## src/rtl/cst_pkg.sv

```systemverilog
package cst_pkg;
  typedef struct packed {
    logic clr;   // restart count and half-rate phase
    logic adv;   // a tick is to be applied
    logic slow;  // apply it at half rate
  } cstStrobe_t;
endpackage

```

## src/rtl/cst_datapath.sv

```systemverilog
module cst_datapath #(
  parameter int PRE_TICKS  = 6,
  parameter int FAST_TICKS = 10,
  localparam int MaxTicks  = (PRE_TICKS > FAST_TICKS) ? PRE_TICKS : FAST_TICKS,
  localparam int CntW      = $clog2(MaxTicks + 1)
) (
  input  logic                clk,
  input  logic                rstN,
  input  cst_pkg::cstStrobe_t stb,
  input  logic                lowBatt,
  output logic                atLimit
);
  logic [CntW-1:0] count;
  logic            halfPhase;
  logic [CntW-1:0] limit;

  assign limit   = lowBatt ? CntW'(PRE_TICKS) : CntW'(FAST_TICKS);
  assign atLimit = (count >= limit);

  always_ff @(posedge clk or negedge rstN) begin
    if (!rstN) begin
      count     <= '0;
      halfPhase <= 1'b0;
    end else if (stb.clr) begin
      count     <= '0;
      halfPhase <= 1'b0;
    end else if (stb.adv) begin
      if (stb.slow) begin
        halfPhase <= ~halfPhase;
        if (halfPhase) count <= count + 1'b1;
      end else begin
        count <= count + 1'b1;
      end
    end
  end

  // the count never runs past the larger budget
  a_r1_no_overflow: assert property (@(posedge clk) disable iff (!rstN)
    count <= CntW'(MaxTicks));

  // without an advance or clear strobe the count holds
  a_r4_hold_when_idle: assert property (@(posedge clk) disable iff (!rstN)
    (!stb.adv && !stb.clr) |=> $stable(count));

  // a clear strobe leaves the count below every budget
  a_r5_clear_restarts: assert property (@(posedge clk) disable iff (!rstN)
    stb.clr |=> !atLimit);
endmodule

```

## src/rtl/cst_control.sv

```systemverilog
module cst_control (
  input  logic                clk,
  input  logic                rstN,
  input  logic                tick,
  input  logic                lowBatt,
  input  logic                belowShort,
  input  logic                belowRecharge,
  input  logic                vinPresent,
  input  logic                enable,
  input  logic                derate,
  input  logic                pauseAny,
  input  logic                atLimit,
  output cst_pkg::cstStrobe_t stb,
  output logic                expired,
  output logic                expFault
);
  logic lowPrev, shortPrev, rechPrev, vinPrev, enPrev;
  logic clrEvt;

  always_ff @(posedge clk or negedge rstN) begin
    if (!rstN) begin
      lowPrev   <= 1'b0;
      shortPrev <= 1'b0;
      rechPrev  <= 1'b0;
      vinPrev   <= 1'b0;
      enPrev    <= 1'b0;
    end else begin
      lowPrev   <= lowBatt;
      shortPrev <= belowShort;
      rechPrev  <= belowRecharge;
      vinPrev   <= vinPresent;
      enPrev    <= enable;
    end
  end

  // clear sources, all detected from level inputs
  assign clrEvt = (belowRecharge & ~rechPrev) | (vinPresent & ~vinPrev) |
                  (enable ^ enPrev) | (belowShort ^ shortPrev) |
                  (lowBatt ^ lowPrev);

  // a clear suppresses any tick in the same cycle
  always_comb begin
    stb.clr  = clrEvt;
    stb.adv  = tick & ~pauseAny & ~expired & ~atLimit & ~clrEvt;
    stb.slow = derate;
  end

  always_ff @(posedge clk or negedge rstN) begin
    if (!rstN) begin
      expired  <= 1'b0;
      expFault <= 1'b0;
    end else if (clrEvt) begin
      expired  <= 1'b0;
      expFault <= 1'b0;
    end else if (atLimit && !expired) begin
      expired  <= 1'b1;
      expFault <= belowRecharge;
    end
  end

  // a fault is only ever reported together with expiry
  a_r8_fault_needs_expiry: assert property (@(posedge clk) disable iff (!rstN)
    expFault |-> expired);

  // the fault persists until a clear event
  a_r9_fault_sticky: assert property (@(posedge clk) disable iff (!rstN)
    (expFault && !clrEvt) |=> expFault);

  // expiry persists until a clear event
  a_r7_expiry_sticky: assert property (@(posedge clk) disable iff (!rstN)
    (expired && !clrEvt) |=> expired);

  // a clear removes both flags on the next cycle
  a_r5_clear_flags: assert property (@(posedge clk) disable iff (!rstN)
    clrEvt |=> (!expired && !expFault));
endmodule

```

## src/rtl/charge_safety_timer.sv

```systemverilog
module charge_safety_timer #(
  parameter int PRE_TICKS  = 6,
  parameter int FAST_TICKS = 10
) (
  input  logic clk,
  input  logic rstN,
  input  logic tick,
  input  logic lowBatt,
  input  logic belowShort,
  input  logic belowRecharge,
  input  logic vinPresent,
  input  logic enable,
  input  logic inCurReg,
  input  logic thermReg,
  input  logic zoneCool,
  input  logic zoneWarm,
  input  logic tsFault,
  input  logic vinOvp,
  input  logic vbatOvp,
  input  logic isetFault,
  input  logic dieShutdown,
  output logic expired,
  output logic expFault,
  output logic suspendReq
);
  cst_pkg::cstStrobe_t stb;
  logic atLimit;
  logic derate;
  logic pauseAny;

  assign derate     = inCurReg | thermReg | zoneCool | zoneWarm;
  assign pauseAny   = tsFault | vinOvp | vbatOvp | isetFault | dieShutdown;
  assign suspendReq = expired;

  cst_control uCtrl (
    .clk(clk), .rstN(rstN), .tick(tick), .lowBatt(lowBatt),
    .belowShort(belowShort), .belowRecharge(belowRecharge),
    .vinPresent(vinPresent), .enable(enable), .derate(derate),
    .pauseAny(pauseAny), .atLimit(atLimit), .stb(stb),
    .expired(expired), .expFault(expFault)
  );

  cst_datapath #(.PRE_TICKS(PRE_TICKS), .FAST_TICKS(FAST_TICKS)) uData (
    .clk(clk), .rstN(rstN), .stb(stb), .lowBatt(lowBatt), .atLimit(atLimit)
  );
endmodule

```

## config.mk

```make
export PLATFORM = sky130hd
export DESIGN_NAME = charge_safety_timer
export DESIGN_NICKNAME = d
export VERILOG_FILES = /design/src/rtl/cst_pkg.sv /design/src/rtl/cst_datapath.sv /design/src/rtl/cst_control.sv /design/src/rtl/charge_safety_timer.sv
export SDC_FILE = /design/constraint.sdc
export NUM_CORES = 1
export LEC_CHECK = 0
export BUFFER_PORTS_ARGS = -buffer_cell sky130_fd_sc_hd__buf_2
export CAP_MARGIN = 20
export CORE_AREA = 3 3 40 42
export CTS_BUF_LIST = sky130_fd_sc_hd__clkbuf_8 sky130_fd_sc_hd__clkbuf_16
export DETAILED_ROUTE_END_ITERATION = 8
export DIE_AREA = 0 0 43 45
export PLACE_DENSITY_LB_ADDON = 0.25
export SKIP_CTS_REPAIR_TIMING = 1
export SLEW_MARGIN = 20
export SYNTH_ARGS = -nofsm -noshare
export SYNTH_HDL_FRONTEND = slang
export SYNTH_SLANG_ARGS = --single-unit
```

## constraint.sdc

```tcl
create_clock -name clk -period 3.2 [get_ports clk]
set_input_delay 0.16 -clock clk [delete_from_list [all_inputs] [get_ports clk]]
set_output_delay 0.16 -clock clk [all_outputs]
set_load 0.02 [all_outputs]
```

After elaboration in Yosys (flattened, before gate mapping)
Index checks and enable logic that the tools add are counted.
{"block": "totals", "word_cells": 58, "out_inout_bits": 3, "regBits": 12, "in_bits": 17}
{"block": "classes", "muxes": 12, "n_reduce_logical": 7, "magnitude_cmp": 1, "n_bitwise": 27, "n_eq_ne": 1, "n_addsub": 1}
{"op": "2-to-1 mux 4 bit", "count": 5}
{"op": "OR 1 bit", "count": 11}
{"op": "2-to-1 mux 1 bit", "count": 7}
{"op": "NOT 1 bit", "count": 7}
{"op": "AND 1 bit", "count": 6}
{"op": "nonzero test 2 bit", "count": 3}
{"op": "adder 4 x 1 -> 4 bit, second input constant", "count": 1}
{"op": "greater-or-equal comparator 4 bit", "count": 1}
{"op": "AND reduction 2 bit", "count": 2}
{"op": "!= test 3 x 1 -> 1 bit, second input constant", "count": 1}
{"op": "bitwise XOR 1 bit", "count": 3}
{"op": "logical AND 1 bit", "count": 1}
{"op": "zero test 1 bit", "count": 1}

Longest topological paths before layout
Gate-level depths: netlist of run 1.
{"block": "logic_depth", "ltp_word": 11, "depth_mapped": 6, "depth_no_buf": 6}

By module
Synthesis of run 1 repeated with hierarchy kept, for this count alone.
{"block": "hier_totals", "hier_cells": 62, "hier_area_um2": 669.4}
{"mod": "cst_datapath", "seq_area_each_um2": 125.1, "area_each_um2": 342.8, "cells_per_inst": 33, "instances": 1}
{"mod": "cst_control", "seq_area_each_um2": 175.2, "area_each_um2": 299.0, "cells_per_inst": 24, "instances": 1}
{"mod": "charge_safety_timer", "seq_area_each_um2": 0.0, "area_each_um2": 27.5, "cells_per_inst": 5, "instances": 1}

Worst setup path after synthesis of run 1
Ideal clock, no wire load.
{"block": "synth_path", "kind": "register to register", "startpoint": "register uData.count[3]", "endpoint": "register uData.count[3]", "arrival_time_ns": 1.630, "setup_ns": 0.078, "stages_incl_launch_ff": 6, "period_less_slack_ns": 1.708, "n_path_buf": 0, "path_slack_ns": 1.492, "required_time_ns": 3.122, "cell_sequence": "dfrtp_1 ha_1 a21oi_1 nand3b_2 or4_1 a21oi_1"}
{"block": "synth_via", "elab_chain_cells": 6, "word_cells_on_any_way": 11, "cone_classes": "add/sub (1); order compare (1); mux (4); bitwise (3); reduce/logical (2)"}
{"item": "start, declared", "line_no": "cst_datapath.sv:13", "rtl": "logic [CntW-1:0] count;"}
{"item": "start signal, assigned", "line_no": "cst_datapath.sv:30", "rtl": "if (halfPhase) count <= count + 1'b1;"}
{"item": "start signal, assigned", "line_no": "cst_datapath.sv:32", "rtl": "count <= count + 1'b1;"}
{"item": "greater-or-equal comparator 4 bit", "line_no": "cst_datapath.sv:18", "rtl": "assign atLimit = (count >= limit);"}
{"item": "NOT 1 bit", "line_no": "cst_control.sv:44", "rtl": "stb.adv = tick & ~pauseAny & ~expired & ~atLimit & ~clrEvt;"}
{"item": "AND 1 bit (2 in series)", "line_no": "cst_control.sv:44"}
{"item": "nonzero test 2 bit (no source line)"}
{"item": "AND reduction 2 bit (no source line)"}
Several ways; a longest one is shown, not always the timed one. The select of a mux whose other input is x is not followed.
A chain may end at the register's enable or synchronous reset.

Final worst setup path of run 1
{"block": "layout_path", "startpoint": "register uData.count[0]", "endpoint": "register uData.count[3]"}
Same word-level chain as after synthesis.

==> results of run 1 <==
## area by class of cell
type | count | area [sq um] | share of cell area
Sequential cell | 12 | 300.3 | 0.3698
Clock buffer | 4 | 55.05 | 0.06780
Timing Repair Buffer | 20 | 105.1 | 0.1294
Multi-Input combinational cell | 41 | 314.1 | 0.3867
Tap cell | 15 | 18.77 | 0.02311
Inverter | 5 | 18.77 | 0.02311
## critical path, cell delays in order (launching register included)
cell and delay, ps:
dfrtp_1 400, inv_1 80, ha_1 190, o211ai_1 240
nand3b_2 170, or4_1 520, a21oi_1 150
## state kept, by name, indices dropped and copies added (netlist names)
| register | count |
|---|---|
| uCtrl.shortPrev | 1 |
| uData.halfPhase | 1 |
| uCtrl.expFault | 1 |
| uCtrl.enPrev | 1 |
| uCtrl.lowPrev | 1 |
| uData.count | 4 |
| uCtrl.rechPrev | 1 |
| uCtrl.vinPrev | 1 |
| uCtrl.expired | 1 |
## routing by layer
layer  GRT usage  vias up  routed length [um]
li1            -      258                   -
met1      0.1754      243                 529
met2      0.2665       18                 616
met3     0.03984        2                  78
met4     0.09036        0                  32
met5           0        -                   0
## cell families after synthesis
kind of cell	after synthesis
muxes	4
AOI/OAI and AO/OA	9
DFF	12
xor gates and xnor gates	3
buffers and inverters	6
and+or+nand+nor	21
adders and majority gates	4
## cell usage after synthesis
| library cell | number | share of area |
|---|---|---|
| dfrtp_1 | 12 | 0.47 |
| nand3_1 | 6 | 0.047 |
| inv_1 | 5 | 0.029 |
| nor2_1 | 5 | 0.029 |
| a21oi_1 | 4 | 0.031 |
| ha_1 | 4 | 0.078 |
| mux2i_1 | 4 | 0.063 |
| xor2_1 | 3 | 0.041 |
| nand3b_1 | 2 | 0.023 |
| o31ai_1 | 2 | 0.023 |
| or4_1 | 2 | 0.023 |
| a221oi_2 | 1 | 0.023 |
| and2b_1 | 1 | 0.012 |
| and3_1 | 1 | 0.0098 |
| buf_4 | 1 | 0.012 |
| nand2_1 | 1 | 0.0059 |
| nand3b_2 | 1 | 0.018 |
| nor3_1 | 1 | 0.0078 |
| nor4_2 | 1 | 0.020 |
| o2111ai_2 | 1 | 0.023 |
| o211ai_1 | 1 | 0.012 |
## stage by stage
stage / hold WS (ps) / setup WS, ps / utilization / area, sq um / instances
2_1_floorplan: -135.6 / 1492 / - / 640.6 / 59
6_report: 41.95 / 1376 / 0.6319 / 812.0 / 97
3_3_place_gp: 51.56 / 1415 / 0.5813 / 747.0 / 92
5_1_grt: 39.25 / 1277 / 0.6319 / 812.0 / 97
3_5_place_dp: 49.55 / 1380 / 0.5813 / 747.0 / 92
4_1_cts: -214.6 / 1370 / 0.6241 / 802.0 / 96
## path summary, 6_finish.rpt
| path | start | to | slack (ps) | depth (start not counted) |
|---|---|---|---|---|
| setup / recovery | uData.count[0]$_DFFE_PN0P_ | uData.count[3]$_DFFE_PN0P_ | 1380 | 6 |
| hold / removal | belowShort | uCtrl.shortPrev$_DFF_PN0_ | 40 | 1 |
| setup reg to reg | uData.count[0]$_DFFE_PN0P_ | uData.count[3]$_DFFE_PN0P_ | 1380 | 6 |
| hold reg to reg | uCtrl.expFault$_DFFE_PN0P_ | uCtrl.expFault$_DFFE_PN0P_ | 530 | 2 |
| max in group asynchronous | rstN | uCtrl.lowPrev$_DFF_PN0_ | 2660 | 2 |
| min in group asynchronous | rstN | uCtrl.shortPrev$_DFF_PN0_ | 320 | 2 |
## where the power goes
group | leakage, nW | switching (mW) | internal, mW
Clock | 0.0288 | 0.0589 | 0.109
Combinational | 0.208 | 0.0181 | 0.0132
Sequential | 0.156 | 0.00133 | 0.155
Total | 0.393 | 0.0784 | 0.277
==> impl_metrics.env, run 1 <==
export IMPL_status="completed"
export IMPL_drv_cap=0
export IMPL_drtIter0Drc=8
export IMPL_area_growth_pct=26.76
export IMPL_min_period_ps=1824
export IMPL_tns_ps=0
export IMPL_grt_start_max_net_pins=13
export IMPL_post_synth_fa_ha_maj_area_fraction=0.07813
export IMPL_syn_inst=59
export IMPL_core_sq_um=1285
export IMPL_yosysWarningCount=0
export IMPL_critPathLaunchType="flop"
export IMPL_dp_hpwl_mm=1.028
export IMPL_tritoncts="yes"
export IMPL_num_fill_cells=103
export IMPL_slew_viol_final=0
export IMPL_drc=0
export IMPL_cts_clk_slew_worst_paths_ps=60
export IMPL_rsz0062_at_grt="no"
export IMPL_power_uw=355.6
export IMPL_synth_seq_cells=12
export IMPL_clock_path_buffers=2
export IMPL_nets=104
export IMPL_numClockSinks=12
export IMPL_synth_distinct_cells=21
export IMPL_die_w_um=43
export IMPL_clock_latency_ps=240
export IMPL_vdd_drop_max_mv=0.2103
export IMPL_grt_pass1_vias=488
export IMPL_p_leak_nw=0.3931
export IMPL_wire_per_inst_um=12.96
export IMPL_n_antenna_cell=0
export IMPL_antenna_left=0
export IMPL_crit_path_max_fanout=7
export IMPL_start_util=0.4985
export IMPL_synthMuxAreaShare=0.06250
export IMPL_port_buffers=19
export IMPL_core_rowCount=13
export IMPL_synth_top_family_by_area="simple AND/OR/NAND/NOR gates"
export IMPL_overflow=0
export IMPL_antenna_found_initial=0
export IMPL_crit_type="flop to flop"
export IMPL_drive_above_1_share=0.3293
export IMPL_fp_dieH_um=45
export IMPL_vias=521
export IMPL_drt_total_wl_mm=1.257
export IMPL_yosys_area_share_simple=0.1953
export IMPL_io_pins=20
export IMPL_p_per_area_nw_per_um2=437.9
export IMPL_cts_max_level=1
export IMPL_numCtsBuffers=3
export IMPL_critical_path_endpoint_type="flop"
export IMPL_fmax_mhz=548.2
export IMPL_hp_class="primary input to flop"
export IMPL_syn_num_nets=80
export IMPL_finalSetupViolCount=0
export IMPL_vias_per_cell=5.371
export IMPL_seq_area_frac_synth=0.4688
export IMPL_first_pass_iters=4
export IMPL_syn_avg_cell_area_sq_um=10.86
export IMPL_max_slew_margin=0.6221
export IMPL_synth_xor_area_frac=0.04102
export IMPL_period_share=0.5700
export IMPL_gp_congestion=0.7638
export IMPL_clockRootBuffer="clkbuf_8"
export IMPL_required_ps=3370
export IMPL_worstMarginPinSlew_ps=566.8
export IMPL_skew_ps=3.635
export IMPL_synth_compound_area_share=0.1133
export IMPL_arrival_ps=1990
export IMPL_grt_usage=0.1553
export IMPL_finalHoldViolCount=0
export IMPL_dieArea_sq_um=1935
export IMPL_final_common_cell="buf_2"
export IMPL_synth_area_sq_um=640.6
export IMPL_final_cell_mix="19 x buf_2, 12 x dfrtp_1, 6 x nand3_1"
export IMPL_grt_pass1_wl_mm=2.125
No activity file was read; power rests on OpenSTA's default activity.
==> run 2: changes to the inputs <==
ABC_AREA = 1   (was default)
CORE_AREA = default   (was 3 3 40 42)
CORE_MARGIN = 3   (was default)
CORE_UTILIZATION = 45   (was default)
DIE_AREA = default   (was 0 0 43 45)
clock period = 1.6 ns   (was 3.2 ns; I/O delays follow)
==> run 2 against run 1 <==
Sequential cell count unchanged. Sequential share of layout area decreased by 6.6 points. Final area up 22%. Core utilization rose by 1.7 points. Sequential power up 110%. Combinational power increased to 3.1 times the previous value. Worst hold slack got worse by 30 ps. Maximum frequency is 23% higher. First-iteration DRC count increased by 25%. Non-clock buffer count is 8 higher. Clock power grew 98%. Critical path type unchanged. Critical endpoint is now uData.count[2]$_DFFE_PN0P_.
==> impl_metrics.env, run 2 <==
export IMPL_grt_pass1_vias=563
export IMPL_status="completed"
export IMPL_first_pass_iters=3
export IMPL_core_rowCount=14
export IMPL_vdd_drop_max_mv=0.5272
export IMPL_drc=0
export IMPL_grt_pass1_wl_mm=2.166
export IMPL_crit_top_cell="nand2_1"
export IMPL_worst_hold_path_endpoint="uCtrl.lowPrev$_DFF_PN0_"
export IMPL_cts_max_level=1
export IMPL_ff2ff_setup_slack_ps=110
export IMPL_synth_area_sq_um=742.0
export IMPL_gp_congestion=0.8200
export IMPL_clock_path_buffers=2
export IMPL_synthTopCellsByArea="dfrtp_1 40%, nand2_1 21%, ha_1 6.7%"
export IMPL_r2r_start="uData.count[3]$_DFFE_PN0P_"
export IMPL_finalSetupViolCount=0
export IMPL_period_share=0.9297
export IMPL_p_per_area_nw_per_um2=757.3
export IMPL_hold_path_depth=1
export IMPL_num_fill_cells=143
export IMPL_final_common_cell="nand2_1"
export IMPL_n_antenna_cell=0
export IMPL_p_leak_nw=0.5694
export IMPL_syn_inst=105
export IMPL_skew_ps=3.738
export IMPL_drtIter0Drc=10
export IMPL_clockRootBuffer="clkbuf_8"
export IMPL_antenna_left=0
export IMPL_fp_dieH_um=46.61
export IMPL_final_cell_mix="40 x nand2_1, 19 x buf_2, 13 x inv_1"
export IMPL_crit_path_cell_trace="ha_1, nand2_1, nand2_1, nor2_2, nand3_1, nand2_2, nand2_1, nand2_1, nand2_1"
export IMPL_yosysMostFrequentCell="nand2_1"
export IMPL_synth_top_area_frac=0.4047
export IMPL_top_register="uData.count"
export IMPL_arrival_ps=1620
export IMPL_crit_type="flop to flop"
export IMPL_syn_avg_cell_area_sq_um=7.066
export IMPL_area_growth_pct=33.39
export IMPL_tritoncts="yes"
export IMPL_drive_above_1_share=0.2500
export IMPL_cts_clk_slew_worst_paths_ps=50
export IMPL_grt_usage=0.1488
export IMPL_antenna_found_initial=0
export IMPL_hold_slack_ps=11.85
export IMPL_synth_area_leader_cell="dfrtp_1"
export IMPL_hp_class="primary input to flop"
export IMPL_register_area_sq_um=300.3
export IMPL_hold_start="lowBatt"
export IMPL_clock_latency_ps=240
export IMPL_syn_num_nets=126
export IMPL_vias=701
export IMPL_dieArea_sq_um=2172
export IMPL_required_ps=1730
export IMPL_numCtsBuffers=3
export IMPL_start_util=0.4869
export IMPL_fmax_mhz=672.3
export IMPL_grt_start_max_net_pins=13
export IMPL_synth_edf_count=0
export IMPL_ys_async_sr_fraction=1.000
export IMPL_drt_total_wl_mm=1.533
export IMPL_crit_path_top_delay_cell="dfrtp_1"
export IMPL_tns_ps=0
export IMPL_r2r_end="uData.count[2]$_DFFE_PN0P_"
export IMPL_synth_seq_cells=12
export IMPL_synth_distinct_cells=16
export IMPL_synth_ff_type="dfrtp_1"
export IMPL_design_area_sq_um=989.7
export IMPL_netlist_top_cells_count="41 x nand2_1, 13 x inv_1, 13 x nor2_1, 12 x dfrtp_1, 9 x nand3_1"
export IMPL_critPathLaunchType="flop"
export IMPL_min_period_ps=1487
export IMPL_vias_per_cell=4.612
export IMPL_largest_reg_flops=4
export IMPL_port_buffers=19
export IMPL_drv_cap=0
export IMPL_multiInputGateArea_sq_um=386.6
export IMPL_numClockSinks=12
export IMPL_die_w_um=46.61
export IMPL_max_slew_margin=0.8187
export IMPL_place_area_sq_um=864.6
export IMPL_core_sq_um=1524
export IMPL_finalHoldViolCount=0
export IMPL_overflow=0
export IMPL_slew_viol_final=0
export IMPL_nets=158
export IMPL_slowest_delay_ps=390
export IMPL_io_pins=20
export IMPL_worstMarginPinSlew_ps=272.0
export IMPL_dp_hpwl_mm=1.195
export IMPL_wire_per_inst_um=10.09
export IMPL_r2r_cells=9
export IMPL_yosysWarningCount=0
export IMPL_seq_area_frac_synth=0.4047
export IMPL_critical_path_endpoint_type="flop"
export IMPL_crit_path_max_fanout=4
## run 2: power breakdown
part / leakage, nW / switching [mW] / internal (mW) / total, mW
Sequential: 0.156 / 0.00754 / 0.313 / 0.320
Combinational: 0.385 / 0.0530 / 0.0441 / 0.0971
Clock: 0.0288 / 0.115 / 0.218 / 0.332
## run 2: how the worst max path moves through the flow
| stage | depth (start not counted) | from | end |
|---|---|---|---|
| 2_1_floorplan | 9 | uData.count[3]$_DFFE_PN0P_ | uData.count[1]$_DFFE_PN0P_ |
| 3_3_place_gp | 9 | uData.count[3]$_DFFE_PN0P_ | uData.count[2]$_DFFE_PN0P_ |
| 3_5_place_dp | 9 | uData.count[3]$_DFFE_PN0P_ | uData.count[3]$_DFFE_PN0P_ |
| 4_1_cts | 9 | uData.count[3]$_DFFE_PN0P_ | uData.count[3]$_DFFE_PN0P_ |
| 5_1_grt | 9 | uData.count[3]$_DFFE_PN0P_ | uData.count[3]$_DFFE_PN0P_ |
| 6_report | 9 | uData.count[3]$_DFFE_PN0P_ | uData.count[2]$_DFFE_PN0P_ |
## run 2: routing by layer
layer  up-vias  GRT usage  part of all wire
li1        381          -                 -
met3         5    0.03516             0.035
met4         0     0.1193             0.028
met1       306     0.1502              0.43
met5         -          0                 0
met2         9     0.2555              0.51
## run 2: metrics by stage
step	instances	total power, mW	setup slack [ps]	util
after floorplan	105	0.3731	117.4	-
after global placement	141	0.4084	65.83	0.5673
after detailed placement	141	0.4129	-11.76	0.5673
after CTS	145	0.7469	-18.95	0.6034
after global routing	152	0.7883	-22.26	0.6494
final	152	0.7495	112.5	0.6494
## run 2: critical path, delay by kind of cell, from the launching register on
family | cells | cell delay [ps]
fa+ha+maj | 1 | 310
simple gates | 8 | 680
flops | 1 | 390
## run 2: layout make-up
| class | instances | area share |
|---|---|---|
| clock buffer | 4 | 0.05563 |
| tap | 16 | 0.02023 |
| multi-input combinational | 78 | 0.3906 |
| inverter | 14 | 0.05310 |
| timing repair buffer | 28 | 0.1770 |
| sequential | 12 | 0.3034 |
## run 2: logic make-up after synthesis
| family | count (synthesis) | share of synthesized area |
|---|---|---|
| flip-flops | 12 | 0.4047 |
| AO/OA/AOI/OAI | 1 | 0.006739 |
| buffers and inverters | 15 | 0.08095 |
| XOR/XNOR | 3 | 0.03542 |
| AND/OR/NAND/NOR | 70 | 0.4047 |
| adder cells (fa/ha/maj) | 4 | 0.06746 |
